===== config.mk =====
export PLATFORM = sky130hd
export DESIGN_NAME = sram_async_ctl
export DESIGN_NICKNAME = d
export VERILOG_FILES = /design/src/rtl/sram_ctl_pkg.sv /design/src/rtl/sram_req_hold.sv /design/src/rtl/sram_seq.sv /design/src/rtl/sram_pin_drv.sv /design/src/rtl/sram_async_ctl.sv
export SDC_FILE = /design/constraint.sdc
export NUM_CORES = 1
export LEC_CHECK = 0
export BUFFER_PORTS_ARGS = -buffer_cell sky130_fd_sc_hd__buf_4
export CAP_MARGIN = 20
export CORE_ASPECT_RATIO = 1.75
export CORE_MARGIN = 2
export CORE_UTILIZATION = 35
export CTS_CLUSTER_DIAMETER = 30
export DETAILED_ROUTE_END_ITERATION = 10
export PLACE_DENSITY_LB_ADDON = 0.15
export SETUP_SLACK_MARGIN = 0.15
export SYNTH_ARGS = -nofsm -noshare
export SYNTH_HDL_FRONTEND = slang
export SYNTH_SLANG_ARGS = --single-unit

===== constraint.sdc =====
create_clock -name clk -period 2.09 [get_ports clk]
set_input_delay 0.418 -clock clk [delete_from_list [all_inputs] [get_ports clk]]
set_output_delay 0.418 -clock clk [all_outputs]
set_load 0.005 [all_outputs]

===== src/rtl/sram_ctl_pkg.sv =====
package sram_ctl_pkg;

    typedef enum logic [2:0] {
        PH_IDLE,
        PH_READ,
        PH_WPULSE,
        PH_WHOLD,
        PH_WREC,
        PH_TURN
    } phase_e;

    typedef struct packed {
        logic sel_n;
        logic sel;
        logic we_n;
        logic oe_n;
        logic dq_oe;
    } ctl_pins_t;

    localparam ctl_pins_t PINS_IDLE = '{sel_n: 1'b1, sel: 1'b0, we_n: 1'b1, oe_n: 1'b1, dq_oe: 1'b0};

    function automatic int ns_to_cycles(input int ns, input int period);
        return (ns + period - 1) / period;
    endfunction

    function automatic int max_int(input int a, input int b);
        return (a > b) ? a : b;
    endfunction

    function automatic logic phase_selects(input phase_e ph);
        return (ph == PH_READ) || (ph == PH_WPULSE) || (ph == PH_WHOLD) || (ph == PH_WREC);
    endfunction

    function automatic ctl_pins_t pins_for(input phase_e ph);
        ctl_pins_t p;
        p = PINS_IDLE;
        if (phase_selects(ph)) begin
            p.sel_n = 1'b0;
            p.sel   = 1'b1;
        end
        case (ph)
            PH_READ:   p.oe_n  = 1'b0;
            PH_WPULSE: begin
                p.we_n  = 1'b0;
                p.dq_oe = 1'b1;
            end
            PH_WHOLD:  p.dq_oe = 1'b1;
            default:   ;
        endcase
        return p;
    endfunction

endpackage


===== src/rtl/sram_req_hold.sv =====
module sram_req_hold #(
    parameter int ADDR_W = 19,
    parameter int DATA_W = 16,
    parameter int LANES  = 2
) (
    input  logic              clk,
    input  logic              rst,
    input  logic              load,
    input  logic [ADDR_W-1:0] addr_i,
    input  logic [DATA_W-1:0] wdata_i,
    input  logic [LANES-1:0]  lanes_i,
    output logic [ADDR_W-1:0] addr_q,
    output logic [DATA_W-1:0] wdata_q,
    output logic [LANES-1:0]  lanes_q
);

    always_ff @(posedge clk) begin
        if (rst) begin
            addr_q  <= '0;
            wdata_q <= '0;
            lanes_q <= '0;
        end else if (load) begin
            addr_q  <= addr_i;
            wdata_q <= wdata_i;
            lanes_q <= lanes_i;
        end
    end

endmodule


===== src/rtl/sram_seq.sv =====
module sram_seq
    import sram_ctl_pkg::*;
#(
    parameter int RD_CYC   = 7,
    parameter int WP_CYC   = 5,
    parameter int REC_CYC  = 1,
    parameter int TURN_CYC = 3
) (
    input  logic   clk,
    input  logic   rst,
    input  logic   start,
    input  logic   start_wr,
    output phase_e phase_q,
    output phase_e phase_nxt,
    output logic   capture,
    output logic   idle
);

    localparam int CNT_MAX = max_int(max_int(RD_CYC, WP_CYC), max_int(REC_CYC, TURN_CYC));
    localparam int CNT_W   = $clog2(CNT_MAX + 1);

    logic [CNT_W-1:0] cnt_q, cnt_nxt;

    always_comb begin
        phase_nxt = phase_q;
        cnt_nxt   = cnt_q + CNT_W'(1);
        capture   = 1'b0;
        case (phase_q)
            PH_IDLE: begin
                cnt_nxt = '0;
                if (start) phase_nxt = start_wr ? PH_WPULSE : PH_READ;
            end
            PH_READ: begin
                if (cnt_q == CNT_W'(RD_CYC - 1)) begin
                    capture   = 1'b1;
                    cnt_nxt   = '0;
                    phase_nxt = (TURN_CYC > 0) ? PH_TURN : PH_IDLE;
                end
            end
            PH_WPULSE: begin
                if (cnt_q == CNT_W'(WP_CYC - 1)) begin
                    cnt_nxt   = '0;
                    phase_nxt = PH_WHOLD;
                end
            end
            PH_WHOLD: begin
                cnt_nxt   = '0;
                phase_nxt = (REC_CYC > 0) ? PH_WREC : PH_IDLE;
            end
            PH_WREC: begin
                if (cnt_q == CNT_W'(REC_CYC - 1)) begin
                    cnt_nxt   = '0;
                    phase_nxt = PH_IDLE;
                end
            end
            PH_TURN: begin
                if (cnt_q == CNT_W'(TURN_CYC - 1)) begin
                    cnt_nxt   = '0;
                    phase_nxt = PH_IDLE;
                end
            end
            default: begin
                cnt_nxt   = '0;
                phase_nxt = PH_IDLE;
            end
        endcase
    end

    always_ff @(posedge clk) begin
        if (rst) begin
            phase_q <= PH_IDLE;
            cnt_q   <= '0;
        end else begin
            phase_q <= phase_nxt;
            cnt_q   <= cnt_nxt;
        end
    end

    assign idle = (phase_q == PH_IDLE);

    // the capture strobe only fires while a read is in progress
    assert_capture_in_read_R4: assert property (@(posedge clk) disable iff (rst)
        capture |-> (phase_q == PH_READ));

    // the write strobe phase is always left through the hold phase
    assert_pulse_then_hold_R6: assert property (@(posedge clk) disable iff (rst)
        (phase_q == PH_WPULSE && phase_nxt != PH_WPULSE) |=> (phase_q == PH_WHOLD));

endmodule


===== src/rtl/sram_pin_drv.sv =====
module sram_pin_drv
    import sram_ctl_pkg::*;
#(
    parameter int DATA_W = 16,
    parameter int LANES  = 2
) (
    input  logic              clk,
    input  logic              rst,
    input  phase_e            phase_nxt,
    input  logic              capture,
    input  logic              load,
    input  logic [LANES-1:0]  lanes_i,
    input  logic [LANES-1:0]  lanes_q,
    input  logic [DATA_W-1:0] dq_in,
    output logic              sel_n,
    output logic              sel,
    output logic              we_n,
    output logic              oe_n,
    output logic              dq_oe,
    output logic [LANES-1:0]  lane_n,
    output logic              rsp_valid,
    output logic [DATA_W-1:0] rsp_rdata
);

    localparam int LANE_W = DATA_W / LANES;

    ctl_pins_t        pins_q;
    logic [LANES-1:0] lane_src;
    logic [DATA_W-1:0] lane_mask;

    assign lane_src = load ? lanes_i : lanes_q;

    for (genvar g = 0; g < LANES; g++) begin : g_lane_mask
        assign lane_mask[g*LANE_W +: LANE_W] = {LANE_W{lanes_q[g]}};
    end

    always_ff @(posedge clk) begin
        if (rst) begin
            pins_q    <= PINS_IDLE;
            lane_n    <= '1;
            rsp_valid <= 1'b0;
            rsp_rdata <= '0;
        end else begin
            pins_q    <= pins_for(phase_nxt);
            lane_n    <= phase_selects(phase_nxt) ? ~lane_src : '1;
            rsp_valid <= capture;
            if (capture) rsp_rdata <= dq_in & lane_mask;
        end
    end

    assign sel_n = pins_q.sel_n;
    assign sel   = pins_q.sel;
    assign we_n  = pins_q.we_n;
    assign oe_n  = pins_q.oe_n;
    assign dq_oe = pins_q.dq_oe;

    assert_reset_idle_R1: assert property (@(posedge clk) disable iff (rst)
        $past(rst) |-> (sel_n && !sel && we_n && oe_n && !dq_oe && (lane_n == '1) && !rsp_valid));

    assert_no_contention_R8: assert property (@(posedge clk) disable iff (rst)
        dq_oe |-> oe_n);

    assert_write_selected_R6: assert property (@(posedge clk) disable iff (rst)
        !we_n |-> (!sel_n && sel && dq_oe));

    assert_lanes_stable_R3: assert property (@(posedge clk) disable iff (rst)
        (!sel_n && $past(!sel_n)) |-> $stable(lane_n));

    assert_rvalid_pulse_R4: assert property (@(posedge clk) disable iff (rst)
        rsp_valid |=> !rsp_valid);

    assert_rvalid_not_write_R10: assert property (@(posedge clk) disable iff (rst)
        rsp_valid |-> we_n);

endmodule


===== src/rtl/sram_async_ctl.sv =====
module sram_async_ctl
    import sram_ctl_pkg::*;
#(
    parameter int CLK_PERIOD_NS = 10,
    parameter int ADDR_W        = 19,
    parameter int DATA_W        = 16,
    parameter int T_ACCESS_NS   = 70,
    parameter int T_PULSE_NS    = 50,
    parameter int T_SETUP_NS    = 30,
    parameter int T_CYCLE_NS    = 70,
    parameter int T_RELEASE_NS  = 25
) (
    input  logic                     clk,
    input  logic                     rst,
    input  logic                     req_valid,
    output logic                     req_ready,
    input  logic                     req_write,
    input  logic [ADDR_W-1:0]        req_addr,
    input  logic [DATA_W-1:0]        req_wdata,
    input  logic [DATA_W/8-1:0]      req_lanes,
    output logic                     rsp_valid,
    output logic [DATA_W-1:0]        rsp_rdata,
    output logic [ADDR_W-1:0]        mem_addr,
    output logic                     mem_sel_n,
    output logic                     mem_sel,
    output logic                     mem_we_n,
    output logic                     mem_oe_n,
    output logic [DATA_W/8-1:0]      mem_lane_n,
    output logic [DATA_W-1:0]        mem_dq_out,
    output logic                     mem_dq_oe,
    input  logic [DATA_W-1:0]        mem_dq_in
);

    localparam int LANES    = DATA_W / 8;
    localparam int RD_CYC   = max_int(ns_to_cycles(T_ACCESS_NS, CLK_PERIOD_NS), 1);
    localparam int WP_CYC   = max_int(max_int(ns_to_cycles(T_PULSE_NS, CLK_PERIOD_NS),
                                              ns_to_cycles(T_SETUP_NS, CLK_PERIOD_NS)), 1);
    localparam int WC_CYC   = ns_to_cycles(T_CYCLE_NS, CLK_PERIOD_NS);
    localparam int REC_CYC  = max_int(WC_CYC - WP_CYC - 1, 0);
    localparam int TURN_CYC = ns_to_cycles(T_RELEASE_NS, CLK_PERIOD_NS);

    logic              accept;
    logic              capture;
    logic              idle;
    phase_e            phase_q, phase_nxt;
    logic [LANES-1:0]  lanes_q;

    assign accept    = req_valid && req_ready;
    assign req_ready = idle;

    sram_req_hold #(
        .ADDR_W (ADDR_W),
        .DATA_W (DATA_W),
        .LANES  (LANES)
    ) u_hold (
        .clk     (clk),
        .rst     (rst),
        .load    (accept),
        .addr_i  (req_addr),
        .wdata_i (req_wdata),
        .lanes_i (req_lanes),
        .addr_q  (mem_addr),
        .wdata_q (mem_dq_out),
        .lanes_q (lanes_q)
    );

    sram_seq #(
        .RD_CYC   (RD_CYC),
        .WP_CYC   (WP_CYC),
        .REC_CYC  (REC_CYC),
        .TURN_CYC (TURN_CYC)
    ) u_seq (
        .clk       (clk),
        .rst       (rst),
        .start     (accept),
        .start_wr  (req_write),
        .phase_q   (phase_q),
        .phase_nxt (phase_nxt),
        .capture   (capture),
        .idle      (idle)
    );

    sram_pin_drv #(
        .DATA_W (DATA_W),
        .LANES  (LANES)
    ) u_pins (
        .clk       (clk),
        .rst       (rst),
        .phase_nxt (phase_nxt),
        .capture   (capture),
        .load      (accept),
        .lanes_i   (req_lanes),
        .lanes_q   (lanes_q),
        .dq_in     (mem_dq_in),
        .sel_n     (mem_sel_n),
        .sel       (mem_sel),
        .we_n      (mem_we_n),
        .oe_n      (mem_oe_n),
        .dq_oe     (mem_dq_oe),
        .lane_n    (mem_lane_n),
        .rsp_valid (rsp_valid),
        .rsp_rdata (rsp_rdata)
    );

    assert_busy_while_selected_R2: assert property (@(posedge clk) disable iff (rst)
        !mem_sel_n |-> !req_ready);

    assert_addr_stable_R3: assert property (@(posedge clk) disable iff (rst)
        (!mem_sel_n && $past(!mem_sel_n)) |-> $stable(mem_addr));

    assert_wdata_stable_R6: assert property (@(posedge clk) disable iff (rst)
        (mem_dq_oe && $past(mem_dq_oe)) |-> $stable(mem_dq_out));

    assert_idle_phase_in_seq_R1: assert property (@(posedge clk) disable iff (rst)
        (phase_q == PH_TURN) |-> mem_sel_n);

endmodule


==> flow_summary_export.csv, run 1 <==
group,metric,value,unit
clock_network,clockRootBuffer,"clkbuf_16",
sta,tightest_slew,0.6390,ns
worst_setup_path,endpoint_kind,"flop",
cells_and_area,num-nets-final,481,
clock_network,cts_buffers,9,
sta,rsz0062_at_grt,"no",
cells_and_area,multiInputGateArea,1115,µm²
cells_and_area,post_route_cells_drive_above_1_share,34.35,%
clock_network,htree_levels,3,
die,initial_utilization,35.99,%
power,p_per_area,886.2,nW/µm²
clock_network,cts_resized,0,
drt,first_pass_iters,4,
power,finalPower,3375,µW
synth,netlist.area_leader.share,51.89,%
clock_network,cts.sinks,67,
synth,synth.cell_area,2585,µm²
sta,fin_tns_setup,0,ns
drt,drc_errors,0,
sta,setup_violations,0,
clock_network,cts_tree,"built",
synth,syn_nets,371,
die,die_h,117.7,µm
global_route,grt.total_usage,16.93,%
worst_setup_path,r2r_setup_slack,0.33,ns
place,dp_hpwl,4714,µm
cells_and_area,seqCellArea,1341,µm²
sta,finalClockSkew,0.004601,ns
hold_path,hold_class,"input port to flop",
synth,syn_avg_cell_area,8.312,µm²
worst_setup_path,cp_max_fo,5,
die,die_w,68.97,µm
clock_network,cts.hold.buffers_added,0,
place,numPortBuffers,116,
sta,slew_viol_final,0,
cells_and_area,syn2layout_area_growth,47.34,%
die,io_pins,117,
place,placed_area,3510,µm²
clock_network,post_cts_buffers,0,
sta,hold_slack,0.3418,ns
die,rows,41,
cells_and_area,fin_area,3809,µm²
clock_network,path_clk_slew,0.05,ns
global_route,grt-ovfl-total,0,
worst_setup_path,criticalPathCategory,"flop to flop",
die,coreArea,7182,µm²
global_route,antenna_found_initial,0,
clock_network,cts_buffer_depth,2,
drt,vias,2477,
global_route,grt_pass1_vias,2193,
synth,synthCells,311,
cells_and_area,fillCellCount,711,
global_route,grt_max_degree,36,
sta,max_freq,568.6,MHz
global_route,grt_pass1_wl,10290,µm
synth,ys_seq_area_share,51.89,%
worst_setup_path,cp_data_required_time,2.34,ns
synth,ys_ff_latch,67,
synth,ys_types,35,
die,dieArea,8116,µm²
synth,ys_warn_count,0,
worst_setup_path,arrival,2.01,ns
sta,hold_violations,0,
worst_setup_path,start_kind,"flop",
place,gp_congestion,0.7601,
drt,routed_wl,6721,µm
drt,drt_iter0_drc,98,
power,ir_worst_vdd,0.4545,mV
cells_and_area,layout_common_cells,"buf_4, nand2_1, dfxtp_1",
drt,wl_per_cell,13.15,µm
synth,synth_top_area_cell,"dfxtp_1",
status,status,"finished, final reports clean",
power,leakagePower,0.001656,µW
cells_and_area,layout_commonest_cell,"buf_4",
drt,drtAntennaViolNets,0,
sta,slew-limit-headroom,57.40,%
flow_run,maxCapViolations,0,
synth,netlist_top_cells_area,"dfxtp_1, nand2_1, a21oi_1",
cells_and_area,diodes,0,
clock_network,worst_skew_pair.late_latency,0.32,ns
sta,finalWorstPathRequiredPeriod,1.759,ns
sta,layout_worst_path_cycle_share,84.14,%
drt,via_per_inst,4.847,
metal layers:
metal	track usage (%)	wire length, µm	vias to the layer above
met5	0	0	-
met1	18.67	2592	1129
met2	28.25	3576	78
li1	-	-	1259
met3	5.641	413	11
met4	7.598	139	0
through the flow:
step | util [%] | setup slack [ns] | cells
finish | 53.03 | 0.3314 | 511
global route | 53.03 | 0.1733 | 511
CTS | 53.03 | 0.3198 | 511
detailed placement | 48.87 | 0.3296 | 496
global placement | 48.87 | 0.3892 | 496
floorplan | - | 0.3143 | 311
cell families (layout without fill, tap and decap cells):
kind of cell | after synthesis | in the layout | share of synthesized area, %
xor+xnor | 1 | 1 | 0.3389
flops | 67 | 67 | 51.89
compound gates | 67 | 67 | 13.80
mux | 6 | 6 | 2.517
simple gates | 138 | 138 | 24.78
fa+ha+maj | 3 | 3 | 1.452
buf+inv | 29 | 143 | 5.228
registers in the layout (all words and copies together), names as in the netlist:
register / cells
u_hold.addr_q: 19
u_hold.wdata_q: 16
u_pins.rsp_rdata: 16
u_seq.cnt_q: 3
u_seq.phase_q: 3
u_hold.lanes_q: 2
u_pins.lane_n: 2
u_pins.dq_oe: 1
u_pins.oe_n: 1
u_pins.rsp_valid: 1
u_pins.sel: 1
u_pins.sel_n: 1
u_pins.we_n: 1
synthesized netlist by cell type:
cell type,instances
clkbuf_1,16
inv_1,4
a21oi_1,59
nor2b_2,1
nor4b_1,1
nor3b_1,1
nand3b_1,1
o32ai_1,1
a21o_1,1
nor2_1,5
nor4_1,2
mux2_4,1
nor3_2,2
nand3_1,16
nor4_2,1
nand2b_1,1
nor2b_1,5
nor3_1,9
o22a_1,1
dfxtp_1,67
or4b_1,1
mux2i_1,5
ha_1,3
a221oi_1,1
buf_2,6
nand4b_1,1
o21ai_0,2
buf_6,2
nand2_1,88
or3_1,2
a221o_1,1
buf_4,1
a22oi_1,1
xnor2_1,1
nor2_8,1
where the power goes:
group	total, µW	switching [µW]	internal, µW
Combinational	504	238	266
Sequential	1410	53.0	1360
Clock	1460	501	955
worst max-delay path, cell delays in order (launching register included):
cell	delay, ns
dfxtp_1	0.35
inv_1	0.07
ha_1	0.26
nand4b_1	0.12
a21oi_1	0.10
nor4_2	0.38
buf_4	0.20
mux2i_1	0.19
final timing paths:
path | from | to | cells after the start
max | u_seq.cnt_q[0] | u_pins.lane_n[1] | 7
min | req_addr[15] | u_hold.addr_q[15] | 3
max reg2reg | u_seq.cnt_q[0] | u_pins.lane_n[1] | 7
min reg2reg | u_hold.addr_q[8] | u_hold.addr_q[8] | 2
area by class of cell:
class / count / area share (%)
clock buffer: 14 / 7.720
clock inverter: 1 / 0.1314
inverter: 4 / 0.3942
multi-input combinational: 215 / 29.27
sequential: 67 / 35.22
tap: 86 / 2.825
timing repair buffer: 124 / 24.44
Note: power is estimated with default switching activity, not from simulation.
==> run 2: changes to the inputs <==
==> constraint.sdc (replaced) <==
create_clock -name clk -period 1.7 [get_ports clk]
set_input_delay 0.34 -clock clk [delete_from_list [all_inputs] [get_ports clk]]
set_output_delay 0.34 -clock clk [all_outputs]
set_load 0.005 [all_outputs]
==> run 2 against run 1 <==
  * Clock power grew 25%
  * First-iteration DRC count rose by 12%
  * Highest routed layer unchanged
  * Global-route usage increased by 1.8 points
  * Routed wire length is 10% higher
  * Maximum frequency up 9.2%
  * Sequential power rose by 23%
  * Critical path depth grew 1
  * Utilization grew 3.0 points
  * Die area did not move
==> flow_summary_export.csv, run 2 (synthesized netlist as in run 1, its figures left out) <==
group,metric,value,unit
global_route,antenna_found_initial,0,
flow_run,maxCapViolations,0,
sta,setup_violations,0,
drt,first_pass_iters,4,
worst_setup_path,timing.rr.end,"u_pins.lane_n[0]",
worst_setup_path,cp_max_fo,3,
power,p_per_area,1071,nW/µm²
status,status,"finished, final reports clean",
hold_path,hold_class,"input port to flop",
worst_setup_path,crit_end,"u_pins.lane_n[0]",
clock_network,htree_levels,3,
cells_and_area,fillCellCount,700,
cells_and_area,largest_register,"u_hold.addr_q",
clock_network,clockRootBuffer,"clkbuf_16",
worst_setup_path,r2r_setup_slack,0.09,ns
sta,fin_ws,0.08959,ns
place,gp_congestion,0.7696,
cells_and_area,post_route_cells_drive_above_1_share,40.36,%
cells_and_area,syn2layout_area_growth,55.76,%
die,die_w,68.97,µm
worst_setup_path,start_kind,"flop",
power,leakagePower,0.001747,µW
drt,drtAntennaViolNets,0,
clock_network,worst_skew_pair.late_latency,0.33,ns
die,rows,41,
sta,max_freq,621.0,MHz
place,numPortBuffers,116,
place,pre_cts_ws,0.03659,ns
clock_network,cts_buffers,9,
drt,drt_iter0_drc,110,
sta,rsz0062_at_grt,"yes",
sta,slew-limit-headroom,73.71,%
clock_network,cts_buffer_depth,2,
clock_network,cts_tree,"built",
die,die_h,117.7,µm
worst_setup_path,criticalPathCategory,"flop to flop",
global_route,grt-ovfl-total,0,
hold_path,hp-start,"req_wdata[3]",
worst_setup_path,rr_worst_depth,8,
global_route,grt.total_usage,18.71,%
global_route,grt_pass1_wl,11360,µm
worst_setup_path,arrival,1.86,ns
sta,hold_violations,0,
sta,fin_tns_setup,0,ns
global_route,grt_pass1_vias,2436,
drt,routed_wl,7410,µm
place,dp_hpwl,5031,µm
clock_network,cts.sinks,67,
global_route,grt_max_degree,37,
cells_and_area,diodes,0,
sta,slew_viol_final,0,
drt,drc_errors,0,
drt,vias,2529,
cells_and_area,largest_reg_flops,19,
cells_and_area,layout_common_cells,"buf_4, nand2_1, dfxtp_1",
drt,via_per_inst,4.799,
die,dieArea,8116,µm²
worst_setup_path,cp-startpoint,"u_seq.cnt_q[1]",
power,finalPower,4310,µW
cells_and_area,multiInputGateArea,1186,µm²
worst_setup_path,endpoint_kind,"flop",
place,place_inst,503,
worst_setup_path,worstReg2RegStart,"u_seq.cnt_q[1]",
die,coreArea,7182,µm²
sta,tightest_slew,0.3944,ns
cells_and_area,num-nets-final,497,
drt,wl_per_cell,14.06,µm
clock_network,path_clk_slew,0.05,ns
cells_and_area,layout_commonest_cell,"buf_4",
die,io_pins,117,
die,initial_utilization,35.99,%
power,ir_worst_vdd,0.9157,mV
worst_setup_path,cp_data_required_time,1.95,ns
cells_and_area,instances_no_fill,527,
sta,finalWorstPathRequiredPeriod,1.610,ns
sta,layout_worst_path_cycle_share,94.73,%
sta,finalClockSkew,0.005190,ns
cells_and_area,top_regs,"u_hold.addr_q: 19 flops, u_hold.wdata_q: 16 flops, u_pins.rsp_rdata: 16 flops",
cells_and_area,seqCellArea,1346,µm²
run 2: per-stage QoR:
stage                     util [%]  instance area [µm²]  hold WS [ns]
after floorplan                  -                 2601        0.4295
after global placement       50.00                 3591        0.4394
final                        56.06                 4026        0.2641
after global routing         56.06                 4026        0.2561
after detailed placement     50.00                 3591        0.4454
after CTS                    55.73                 4003        0.2501
run 2: per-layer routing:
metal / share of wire (%) / vias to the layer above / track usage [%]
met3: 7.2 / 13 / 5.163
li1: - / 1295 / -
met2: 54 / 88 / 31.37
met1: 37 / 1133 / 20.04
met4: 2.2 / 0 / 10.66
met5: 0 / - / 0
run 2: critical path: stages (launching register included):
cell and delay (ns):
dfxtp_2 0.34, inv_2 0.05, ha_4 0.15, nand4b_1 0.09
a21oi_1 0.08, buf_4 0.15, nor4_4 0.30, buf_4 0.19
mux2i_1 0.18
run 2: worst min-delay path by stage:
| stage | end | cells after the start | slack [ns] |
|---|---|---|---|
| after floorplan | u_seq.cnt_q[0] | 1 | 0.43 |
| after global placement | u_pins.rsp_rdata[15] | 2 | 0.44 |
| after detailed placement | u_pins.rsp_rdata[0] | 2 | 0.45 |
| after CTS | u_hold.addr_q[7] | 3 | 0.25 |
| after global routing | u_hold.wdata_q[3] | 3 | 0.26 |
| final | u_hold.wdata_q[3] | 3 | 0.26 |
run 2: timing repair:
item                       CTS  global route
buffers inserted             8             0
gates resized for setup     16             7
cloned                       1             0
setup endpoints to repair   31            26
pin swaps                    4             4
hold buffers                 0             0
run 2: cell type report:
| class | count | share of cell area, % |
|---|---|---|
| Clock buffer | 13 | 6.464 |
| Clock inverter | 2 | 0.8701 |
| Inverter | 4 | 0.3729 |
| Multi-Input combinational cell | 215 | 29.46 |
| Sequential cell | 67 | 33.44 |
| Tap cell | 86 | 2.672 |
| Timing Repair Buffer | 140 | 26.72 |
run 2: power by group:
group	switching, µW	total [µW]	internal, µW
registers	56.4	1730	1680
logic	348	753	406
clock network	622	1830	1200
total	1030	4310	3280
==> run 3: changes to the inputs <==
--- a/config.mk
+++ b/config.mk
@@ -8,7 +8,6 @@
 export BUFFER_PORTS_ARGS = -buffer_cell sky130_fd_sc_hd__buf_4
 export CAP_MARGIN = 20
 export CORE_ASPECT_RATIO = 1.75
-export CORE_MARGIN = 2
 export CORE_UTILIZATION = 35
 export CTS_CLUSTER_DIAMETER = 30
 export DETAILED_ROUTE_END_ITERATION = 10
==> run 3 against run 2 <==
  * Power is 0.42% lower
  * Die area is 4.6% lower
  * Routed wire length is 2.5% lower
  * Worst setup slack better by 0.017 ns
  * Clock skew hardly changed
  * Sequential share of layout area is 0.23 points lower
  * Cell area is 0.78% higher
  * Critical path depth is 2 lower
  * Clock power is 2% lower
  * Combinational power is 2% higher
  * Critical endpoint is now u_pins.oe_n
==> flow_summary_export.csv, run 3 (synthesized netlist as in run 1, its figures left out) <==
group,metric,value,unit
status,status,"finished, final reports clean",
worst_setup_path,critPathTopFamily,"simple AND/OR/NAND/NOR gates",
worst_setup_path,cpMaxStageDelayCell,"dfxtp_2",
drt,wl_per_cell,13.63,µm
power,clkPwrFrac,41.8,%
worst_setup_path,path_cells,"buf_4 > ha_4 > nor3_2 > a21o_1 > o32ai_1 > or3_1",
sta,hold_violations,0,
place,dp_hpwl,4890,µm
drt,vias,2559,
place,placed_area,3606,µm²
clock_network,cts_buffer_depth,2,
worst_setup_path,cp_data_required_time,1.90,ns
clock_network,cts.hold.buffers_added,0,
cells_and_area,diodes,0,
die,initial_utilization,35.99,%
global_route,grt_max_degree,37,
worst_setup_path,start_kind,"flop",
worst_setup_path,arrival,1.79,ns
die,rows,41,
die,die_h,115.7,µm
sta,slew_viol_final,0,
sta,layout_worst_path_cycle_share,93.75,%
cells_and_area,multiInputGateArea,1196,µm²
cells_and_area,largest_register,"u_hold.addr_q",
sta,finalClockSkew,0.005254,ns
die,coreArea,7182,µm²
power,swShare,24.24,%
place,numPortBuffers,116,
sta,tightest_slew,0.3866,ns
power,total_switching_power,1041,µW
flow_run,maxCapViolations,0,
global_route,antenna_found_initial,0,
drt,drc_errors,0,
clock_network,clockRootBuffer,"clkbuf_16",
power,leakagePower,0.001768,µW
cells_and_area,layout_common_cells,"buf_4, nand2_1, dfxtp_1",
sta,hold_slack,0.2640,ns
global_route,grt-ovfl-total,0,
cells_and_area,fillCellCount,707,
clock_network,cts_buffers,9,
drt,drtAntennaViolNets,0,
clock_network,worst_skew_pair.late_latency,0.32,ns
die,die_w,66.97,µm
sta,rsz0062_at_grt,"yes",
worst_setup_path,cp_num_buf_inv,1,
clock_network,cts_tree,"built",
sta,fin_tns_setup,0,ns
cells_and_area,layout_commonest_cell,"buf_4",
power,power_frac_comb,18.0,%
power,internal-power,3252,µW
clock_network,htree_levels,3,
drt,drt_iter0_drc,143,
clock_network,path_clk_slew,0.05,ns
global_route,grt_pass1_wl,10780,µm
cells_and_area,top_regs,"u_hold.addr_q: 19 flops, u_hold.wdata_q: 16 flops, u_pins.rsp_rdata: 16 flops",
global_route,grt_pass1_vias,2364,
power,finalPower,4292,µW
cells_and_area,seqCellArea,1348,µm²
sta,finalWorstPathRequiredPeriod,1.594,ns
cells_and_area,syn2layout_area_growth,56.97,%
die,dieArea,7747,µm²
worst_setup_path,endpoint_kind,"flop",
sta,slew-limit-headroom,73.99,%
cells_and_area,post_route_cells_drive_above_1_share,41.22,%
cells_and_area,utilization,56.50,%
drt,routed_wl,7222,µm
power,ir_worst_vdd,0.5530,mV
worst_setup_path,criticalPathCategory,"flop to flop",
worst_setup_path,slowest_delay,0.33,ns
global_route,grt.total_usage,18.65,%
drt,first_pass_iters,6,
cells_and_area,fin_area,4058,µm²
sta,setup_violations,0,
hold_path,hold_class,"input port to flop",
power,p_per_area,1058,nW/µm²
cells_and_area,num-nets-final,500,
cells_and_area,largest_reg_flops,19,
drt,via_per_inst,4.828,
sta,max_freq,627.4,MHz
place,gp_congestion,0.7584,
die,io_pins,117,
worst_setup_path,cp_max_fo,4,
power,seqPwrFrac,40.3,%
clock_network,cts.sinks,67,
[run 3: power groups by stage]
stage | Combinational [µW] | Sequential [µW] | Clock [µW]
final | 771 | 1730 | 1790
after global routing | 841 | 1740 | 1920
after CTS | 751 | 1730 | 1850
after detailed placement | 698 | 1760 | 0
after global placement | 692 | 1760 | 0
after floorplan | 335 | 1760 | 0
[run 3: area by class of cell]
class                      count  area share (%)
inverter                       4          0.3700
tap                           86           2.652
clock buffer                  10           5.890
clock inverter                 5           1.326
sequential                    67           33.21
timing repair buffer         143           27.07
multi-input combinational    215           29.48
[run 3: tightest hold or removal path: cells and delay by family]
kind | cells | cell delay, ns
buf+inv | 1 | 0.11
simple gates | 1 | 0.04
compound gates | 1 | 0.05
[run 3: per-stage QoR]
stage | std cells | setup slack (ns)
4_1_cts | 529 | 0.1296
3_5_place_dp | 505 | 0.05275
3_3_place_gp | 505 | 0.07000
6_report | 530 | 0.1062
5_1_grt | 530 | 0.05812
2_1_floorplan | 311 | 0.05602
[run 3: final timing paths]
check,start,to,slack [ns],depth (start not counted)
max,u_seq.cnt_q[1],u_pins.oe_n,0.11,6
min,req_addr[18],u_hold.addr_q[18],0.26,3
max reg2reg,u_seq.cnt_q[1],u_pins.oe_n,0.11,6
min reg2reg,u_pins.rsp_rdata[8],u_pins.rsp_rdata[8],0.45,2
[run 3: per-layer routing]
layer / up-vias / part of all wire [%] / global-route usage (%)
li1: 1301 / - / -
met3: 8 / 4.9 / 5.512
met1: 1178 / 39 / 19.25
met4: 0 / 1.2 / 7.943
met2: 72 / 55 / 33.87
met5: - / 0 / 0
[run 3: repair_timing]
| action | 4_1_cts | 5_1_grt |
|---|---|---|
| setup endpoints to repair | 31 | 24 |
| buffers inserted | 8 | 1 |
| cloned | 1 | 0 |
| pin swaps | 3 | 2 |
| resized for setup | 14 | 9 |
